--- src/rtl/csd_pkg.sv ---
package csd_pkg;

  localparam int BYTE_W = 8;

  typedef struct packed {
    logic              en;
    logic              io;
    logic [BYTE_W-1:0] lo;
    logic [BYTE_W-1:0] hi;
  } chan_cfg_t;

  typedef enum logic [1:0] {
    FLD_CTRL  = 2'd0,
    FLD_LO    = 2'd1,
    FLD_HI    = 2'd2,
    FLD_SPARE = 2'd3
  } cfg_field_e;

  // inclusive range test on the top address byte
  function automatic logic range_match(input chan_cfg_t c, input logic [BYTE_W-1:0] top);
    return (top >= c.lo) && (top <= c.hi);
  endfunction

  // exact compare of the middle address byte
  function automatic logic port_match(input chan_cfg_t c, input logic [BYTE_W-1:0] mid);
    return mid == c.lo;
  endfunction

  // internal peripheral I/O window 0080h..00FFh
  function automatic logic in_periph_window(input logic [15:0] a16);
    return (a16 >= 16'h0080) && (a16 <= 16'h00FF);
  endfunction

endpackage

--- src/rtl/csd_cfg_regs.sv ---
module csd_cfg_regs
  import csd_pkg::*;
#(
  parameter int NCH = 4,
  localparam int CHW = (NCH > 1) ? $clog2(NCH) : 1,
  localparam int AW  = CHW + 2
) (
  input  logic                  clk,
  input  logic                  rst_n,
  input  logic                  we,
  input  logic [AW-1:0]         waddr,
  input  logic [BYTE_W-1:0]     wdata,
  output chan_cfg_t             cfg [NCH]
);

  logic [CHW-1:0] wr_ch;
  cfg_field_e     wr_fld;

  assign wr_ch  = waddr[AW-1:2];
  assign wr_fld = cfg_field_e'(waddr[1:0]);

  for (genvar i = 0; i < NCH; i++) begin : g_reg
    localparam chan_cfg_t RST = (i == 0) ? chan_cfg_t'{en: 1'b1, io: 1'b0, lo: 8'h00, hi: 8'hFF}
                                         : chan_cfg_t'{en: 1'b0, io: 1'b0, lo: 8'h00, hi: 8'h00};
    logic sel;
    assign sel = we && (wr_ch == CHW'(i));

    always_ff @(posedge clk or negedge rst_n) begin
      if (!rst_n) begin
        cfg[i] <= RST;
      end else if (sel) begin
        case (wr_fld)
          FLD_CTRL: begin
            cfg[i].en <= wdata[0];
            cfg[i].io <= wdata[1];
          end
          FLD_LO:  cfg[i].lo <= wdata;
          FLD_HI:  cfg[i].hi <= wdata;
          default: ;
        endcase
      end
    end


    spare_write_chk: assert property (@(posedge clk) disable iff (!rst_n)
      (we && wr_fld == FLD_SPARE) |=> $stable(cfg[i]));
  end

endmodule

--- src/rtl/csd_chan_match.sv ---
module csd_chan_match
  import csd_pkg::*;
#(
  parameter int ADDR_W = 24
) (
  input  logic              clk,
  input  logic              rst_n,
  input  chan_cfg_t         cfg,
  input  logic [ADDR_W-1:0] addr,
  input  logic              mem_req,
  input  logic              io_req,
  input  logic              periph_hit,
  output logic              hit
);

  logic [BYTE_W-1:0] top_byte;
  logic [BYTE_W-1:0] mid_byte;
  logic              mem_side;
  logic              io_side;

  assign top_byte = addr[ADDR_W-1 -: BYTE_W];
  assign mid_byte = addr[15:8];

  assign mem_side = !cfg.io && mem_req && range_match(cfg, top_byte);
  assign io_side  =  cfg.io && io_req && !periph_hit && port_match(cfg, mid_byte);
  assign hit      = cfg.en && (mem_side || io_side);


  disabled_quiet_chk: assert property (@(posedge clk) disable iff (!rst_n)
    !cfg.en |-> !hit);


  io_needs_strobe_chk: assert property (@(posedge clk) disable iff (!rst_n)
    (cfg.io && !io_req) |-> !hit);


  mem_needs_strobe_chk: assert property (@(posedge clk) disable iff (!rst_n)
    (!cfg.io && !mem_req) |-> !hit);


  periph_block_chk: assert property (@(posedge clk) disable iff (!rst_n)
    (cfg.io && periph_hit) |-> !hit);

endmodule

--- src/rtl/csd_prio.sv ---
module csd_prio #(
  parameter int NCH = 4
) (
  input  logic           clk,
  input  logic           rst_n,
  input  logic [NCH-1:0] req,
  output logic [NCH-1:0] grant
);

  logic [NCH:0] taken;

  assign taken[0] = 1'b0;
  for (genvar i = 0; i < NCH; i++) begin : g_chain
    assign grant[i]   = req[i] && !taken[i];
    assign taken[i+1] = taken[i] || req[i];
  end


  grant_lowest_chk: assert property (@(posedge clk) disable iff (!rst_n)
    (req != '0) |-> ($onehot0(grant) && ((grant & req) == grant) &&
                     ((req & (grant - 1'b1)) == '0) && grant != '0));

endmodule

--- src/rtl/chip_sel_dec.sv ---
module chip_sel_dec
  import csd_pkg::*;
#(
  parameter int NCH    = 4,
  parameter int ADDR_W = 24,
  localparam int CHW   = (NCH > 1) ? $clog2(NCH) : 1,
  localparam int CFG_AW = CHW + 2
) (
  input  logic              clk,
  input  logic              rst_n,
  input  logic [ADDR_W-1:0] addr,
  input  logic              mem_req,
  input  logic              io_req,
  input  logic              cfg_we,
  input  logic [CFG_AW-1:0] cfg_addr,
  input  logic [7:0]        cfg_wdata,
  output logic [NCH-1:0]    cs_n
);

  chan_cfg_t      cfg [NCH];
  logic [NCH-1:0] raw_hit;
  logic [NCH-1:0] grant;
  logic           periph_hit;

  assign periph_hit = in_periph_window(addr[15:0]);

  csd_cfg_regs #(.NCH(NCH)) u_regs (
    .clk   (clk),
    .rst_n (rst_n),
    .we    (cfg_we),
    .waddr (cfg_addr),
    .wdata (cfg_wdata),
    .cfg   (cfg)
  );

  for (genvar i = 0; i < NCH; i++) begin : g_ch
    csd_chan_match #(.ADDR_W(ADDR_W)) u_match (
      .clk        (clk),
      .rst_n      (rst_n),
      .cfg        (cfg[i]),
      .addr       (addr),
      .mem_req    (mem_req),
      .io_req     (io_req),
      .periph_hit (periph_hit),
      .hit        (raw_hit[i])
    );
  end

  csd_prio #(.NCH(NCH)) u_prio (
    .clk   (clk),
    .rst_n (rst_n),
    .req   (raw_hit),
    .grant (grant)
  );

  always_ff @(posedge clk or negedge rst_n) begin
    if (!rst_n) cs_n <= '1;
    else        cs_n <= ~grant;
  end


  one_select_chk: assert property (@(posedge clk) disable iff (!rst_n)
    $onehot0(~cs_n));


  select_follows_chk: assert property (@(posedge clk) disable iff (!rst_n)
    (raw_hit == '0) |=> (cs_n == '1));


  periph_io_only_chk: assert property (@(posedge clk) disable iff (!rst_n)
    (periph_hit && io_req && !mem_req) |=> (cs_n == '1));

endmodule

--- config.mk ---
export PLATFORM = sky130hd
export DESIGN_NAME = chip_sel_dec
export DESIGN_NICKNAME = d
export VERILOG_FILES = /design/src/rtl/csd_pkg.sv /design/src/rtl/csd_cfg_regs.sv /design/src/rtl/csd_chan_match.sv /design/src/rtl/csd_prio.sv /design/src/rtl/chip_sel_dec.sv
export SDC_FILE = /design/constraint.sdc
export NUM_CORES = 1
export LEC_CHECK = 0
export ABC_CLOCK_PERIOD_IN_PS = 5800
export CAP_MARGIN = 5
export CORE_MARGIN = 4
export CORE_UTILIZATION = 50
export CTS_BUF_LIST = sky130_fd_sc_hd__clkbuf_2
export CTS_CLUSTER_SIZE = 24
export DETAILED_ROUTE_END_ITERATION = 16
export HOLD_SLACK_MARGIN = 0.08
export PLACE_DENSITY = 0.71
export RECOVER_POWER = 100
export SLEW_MARGIN = 20
export SYNTH_ARGS = -nofsm -noshare
export SYNTH_HDL_FRONTEND = slang
export SYNTH_HIERARCHICAL = 1
export SYNTH_SLANG_ARGS = --single-unit
--- constraint.sdc ---
create_clock -name clk -period 5.8 [get_ports clk]
set_clock_uncertainty 0.15 [all_clocks]
set_input_delay 1.16 -clock clk [delete_from_list [all_inputs] [get_ports clk]]
set_output_delay 1.16 -clock clk [all_outputs]
set_load 0.01 [all_outputs]
==> summary.md <==
| Metric | Value |
|---|---|
| Crit Path Max Fanout | `5` |
| Total die area | `approximately 12,000 µm²` |
| Post-synthesis xor/xnor area fraction | `0.0557` |
| Via/cell ratio | `between 5 and 6` |
| CTS clk-pin slew, worst paths | `approximately 210 ps` |
| Port Buf Inserts | `37` |
| Initial antenna violation count | `0` |
| Power Dens Cells | `~280 nW/µm²` |
| Post-synthesis cell type count | `35` |
| Commonest non-fill, non-tap cell in the layout | `mux2_2` |
| Simple-gate portion of the synthesized area | `0.105` |
| Synthesized cell area | `roughly 5000 µm²` |
| Routed wl met2 | `between 6000 and 7000 µm` |
| Die Y | `~110 µm` |
| DP Area | `5520 µm²` |
| Grt total ovfl | `0` |
| Vias post-DR | `around 3,500` |
| GP Congestion | `between 0.8 and 0.9` |
| Postcts setup bufs | `0` |
| Comb pwr share | `0.347` |
| Final worst-path cycle share | `0.646` |
| RSZ-0062 raised after global routing | `false` |
| Critical Path RT | `a little over 6000 ps` |
| Final Power | `between 1.5 and 2 mW` |
| Clock Latency Late Sink | `between 500 and 600 ps` |
| Worst EP arrival | `4110 ps` |
| Row Count | `36` |
| Fmax | `0.267 GHz` |
| Final critical-path required period | `~3700 ps` |
| Yosys warns | `6` |
| Commonest cells after routing, fill and taps aside | `mux2_2 (72), inv_1 (64), ha_1 (64)` |
| Mean Syn Cell Area | `~11 µm²` |
| Starting DRT DRC Count | `approximately 110` |
| Vias in the first global route | `around 3,600` |
| Slew headroom | `0.362` |
| Complex-gate fraction of the synthesized area | `0.0816` |
| Crit path cell chain | `dlygate4sd3_1, or4b_1, nor4_1, nand4b_1, nor4_1, nand4_1, nor3_2, a21o_1, nor4b_1, inv_1` |
| Post-CTS Hold Buffers | `0` |
| Worst-Margin Slew | `around 960 ps` |
| Dpl hpwl | `approximately 9000 µm` |
| Critical path's largest stage delay | `around 700 ps` |
| Fin nets | `598` |
| CTS Buf Count | `9` |
| CTS tree | `yes` |
| WL/cell | `18.6 µm` |
| Routed wl met3 | `roughly 500 µm` |
| Crit path max-delay cell type | `nor4_1` |
| Core area | `~9800 µm²` |
| Status | `finished clean` |
| Largest net degree at the start of global routing | `77` |
| Most common cell type on the critical path | `nor4_1` |
| Gate Count Post-Synth | `450` |
| Pleak | `around 2.6 nW` |
| Area Growth Syn to Fin | `11.4%` |
| Post-synthesis mux area share | `0.161` |
| Top routing layer in use | `met4` |
| Post-route ant nets | `0` |
| Hold Vio Cnt, Final | `0` |
| Root buf cell | `clkbuf_2` |
| Worst Path Buf+Inv | `2` |
| FF/Latch Area | `about 1900 µm²` |
| Fraction of layout cells with a size suffix above 1 | `0.223` |
| H-tree depth | `3` |
| Sequential area share after synthesis | `0.382` |
| Synthesized flop and latch total | `76` |
| Multi-input gate area | `roughly 2800 µm²` |
| Setup Crit Path Kind | `primary input to flip-flop` |
| Number of diodes | `0` |
| Setup violators final | `0` |
| Max-cap violations | `0` |
| Share of total power in the clock network | `0.183` |
| Filler instances | `865` |
| Largest family of logic cells by synthesized area | `multiplexers` |
| Horiz. Die Dim | `108 µm` |
| Deepest clock path buffer count | `2` |
| Final worst setup slack | `2050 ps` |
| Gr usage total | `0.219` |
| Power Internal | `1.04 mW` |
| Net switching power | `0.553 mW` |
| Cts repair resizes | `0` |
| Adder-cell share of the synthesized area | `0.159` |
| Hold crit path type | `flip-flop to flip-flop` |
| Total Neg Setup Slack | `0 ps` |
| Worst vdd ir | `between 0.1 and 0.15 mV` |
| Pre-CTS setup slack | `between 1500 and 2000 ps` |
| Flop pwr share | `0.471` |
| CP startpoint kind | `primary input` |
| Boundary Pins | `45` |
| Slew Limit Fails | `0` |
| DRC errors left | `0` |
| Syn_nets | `about 560` |
| Final instance area | `about 5600 µm²` |
| Drt first pass iters | `4` |
| Clock sink total | `76` |
| Sw frac | `0.347` |
| Met1 WL | `a little under 5000 µm` |
| Initial Util | `0.514` |
| Crit end category | `flip-flop` |
| Crit path max-delay family | `simple AND/OR/NAND/NOR gates` |
| First-pass GRT wire length | `~19,000 µm` |
| Drt total wl | `between 10,000 and 15,000 µm` |
-- final timing paths --
path,start,to,slack (ps),cells after the start
max in group asynchronous,rst_n,u_regs/cfg[18],4310,1
worst min register to register,u_regs/cfg[23],u_regs/cfg[23],380,1
worst max register to register,u_regs/cfg[7],cs_n[3],3450,8
min in group asynchronous,rst_n,u_regs/cfg[14],550,1
worst max-delay path,addr[10],cs_n[3],2050,10
worst min-delay path,u_regs/cfg[23],u_regs/cfg[23],380,1
-- registers in the layout, indices dropped and copies added, names as in the netlist --
signal and flops:
cs_n 4, u_regs/cfg 72
-- power groups by stage --
| stage | Clock [mW] | Combinational, mW | Sequential, mW |
|---|---|---|---|
| detailed placement | 0 | 0.557 | 0.764 |
| global route | 0.319 | 0.629 | 0.767 |
| finish | 0.291 | 0.552 | 0.750 |
| CTS | 0.297 | 0.560 | 0.752 |
| floorplan | 0 | 0.404 | 0.734 |
| global placement | 0 | 0.524 | 0.761 |
-- synthesized netlist by cell type --
library cell  instances  area (µm²)
xnor2_1              12         105
buf_4                 1        7.51
ha_1                 64         801
nand2_1              10        37.5
dfstp_2              13         342
nor2b_1               5        31.3
o21ai_0               8        40.0
nor4b_1               4        35.0
inv_1                64         240
nand2b_1             14        87.6
a21oi_1              20         100
o31ai_1               4        30.0
nor4b_2               1        15.0
mux2_2               72         811
o21a_1                4        30.0
dfrtp_1              63        1580
nor2_1                5        18.8
and2b_1               1        7.51
xor2_1               20         175
nand3b_1              2        15.0
nor3_2                4        40.0
nand4_1              16         100
o211ai_2              4        50.1
buf_6                 2        22.5
nor3b_1               2        15.0
nor2_2                6        37.5
nor4_1                4        25.0
clkbuf_1              2        7.51
nor4_2                1        12.5
or4b_1                1        10.0
a41o_1                4        40.0
a21o_1                8        60.1
or3_1                 1        6.26
a2111oi_2             4        60.1
nand4b_1              4        35.0
-- cell families after synthesis --
| family | after synthesis |
|---|---|
| fa+ha+maj | 64 |
| compound gates | 56 |
| xor+xnor | 32 |
| buf+inv | 69 |
| simple gates | 81 |
| flops | 76 |
| mux | 72 |
-- per-layer routing --
| layer | up-vias | track usage |
|---|---|---|
| li1 | 1677 | - |
| met1 | 1736 | 0.274 |
| met5 | - | 0 |
| met3 | 21 | 0.0388 |
| met4 | 0 | 0.0857 |
| met2 | 69 | 0.377 |
-- cell type report --
cell class	instances	share of cell area
multi-input combinational	305	0.500
sequential	76	0.342
timing repair buffer	37	0.0657
inverter	64	0.0429
tap	133	0.0297
clock inverter	7	0.0118
clock buffer	9	0.00804
-- per-stage QoR --
stage          utilization  hold WS, ps  instances
4_1_cts              0.577          386        631
3_5_place_dp         0.565          346        615
5_1_grt              0.573          400        631
2_1_floorplan            -          331        450
6_report             0.573          381        631
3_3_place_gp         0.565          340        615
Power figures use the tool's default switching activity.
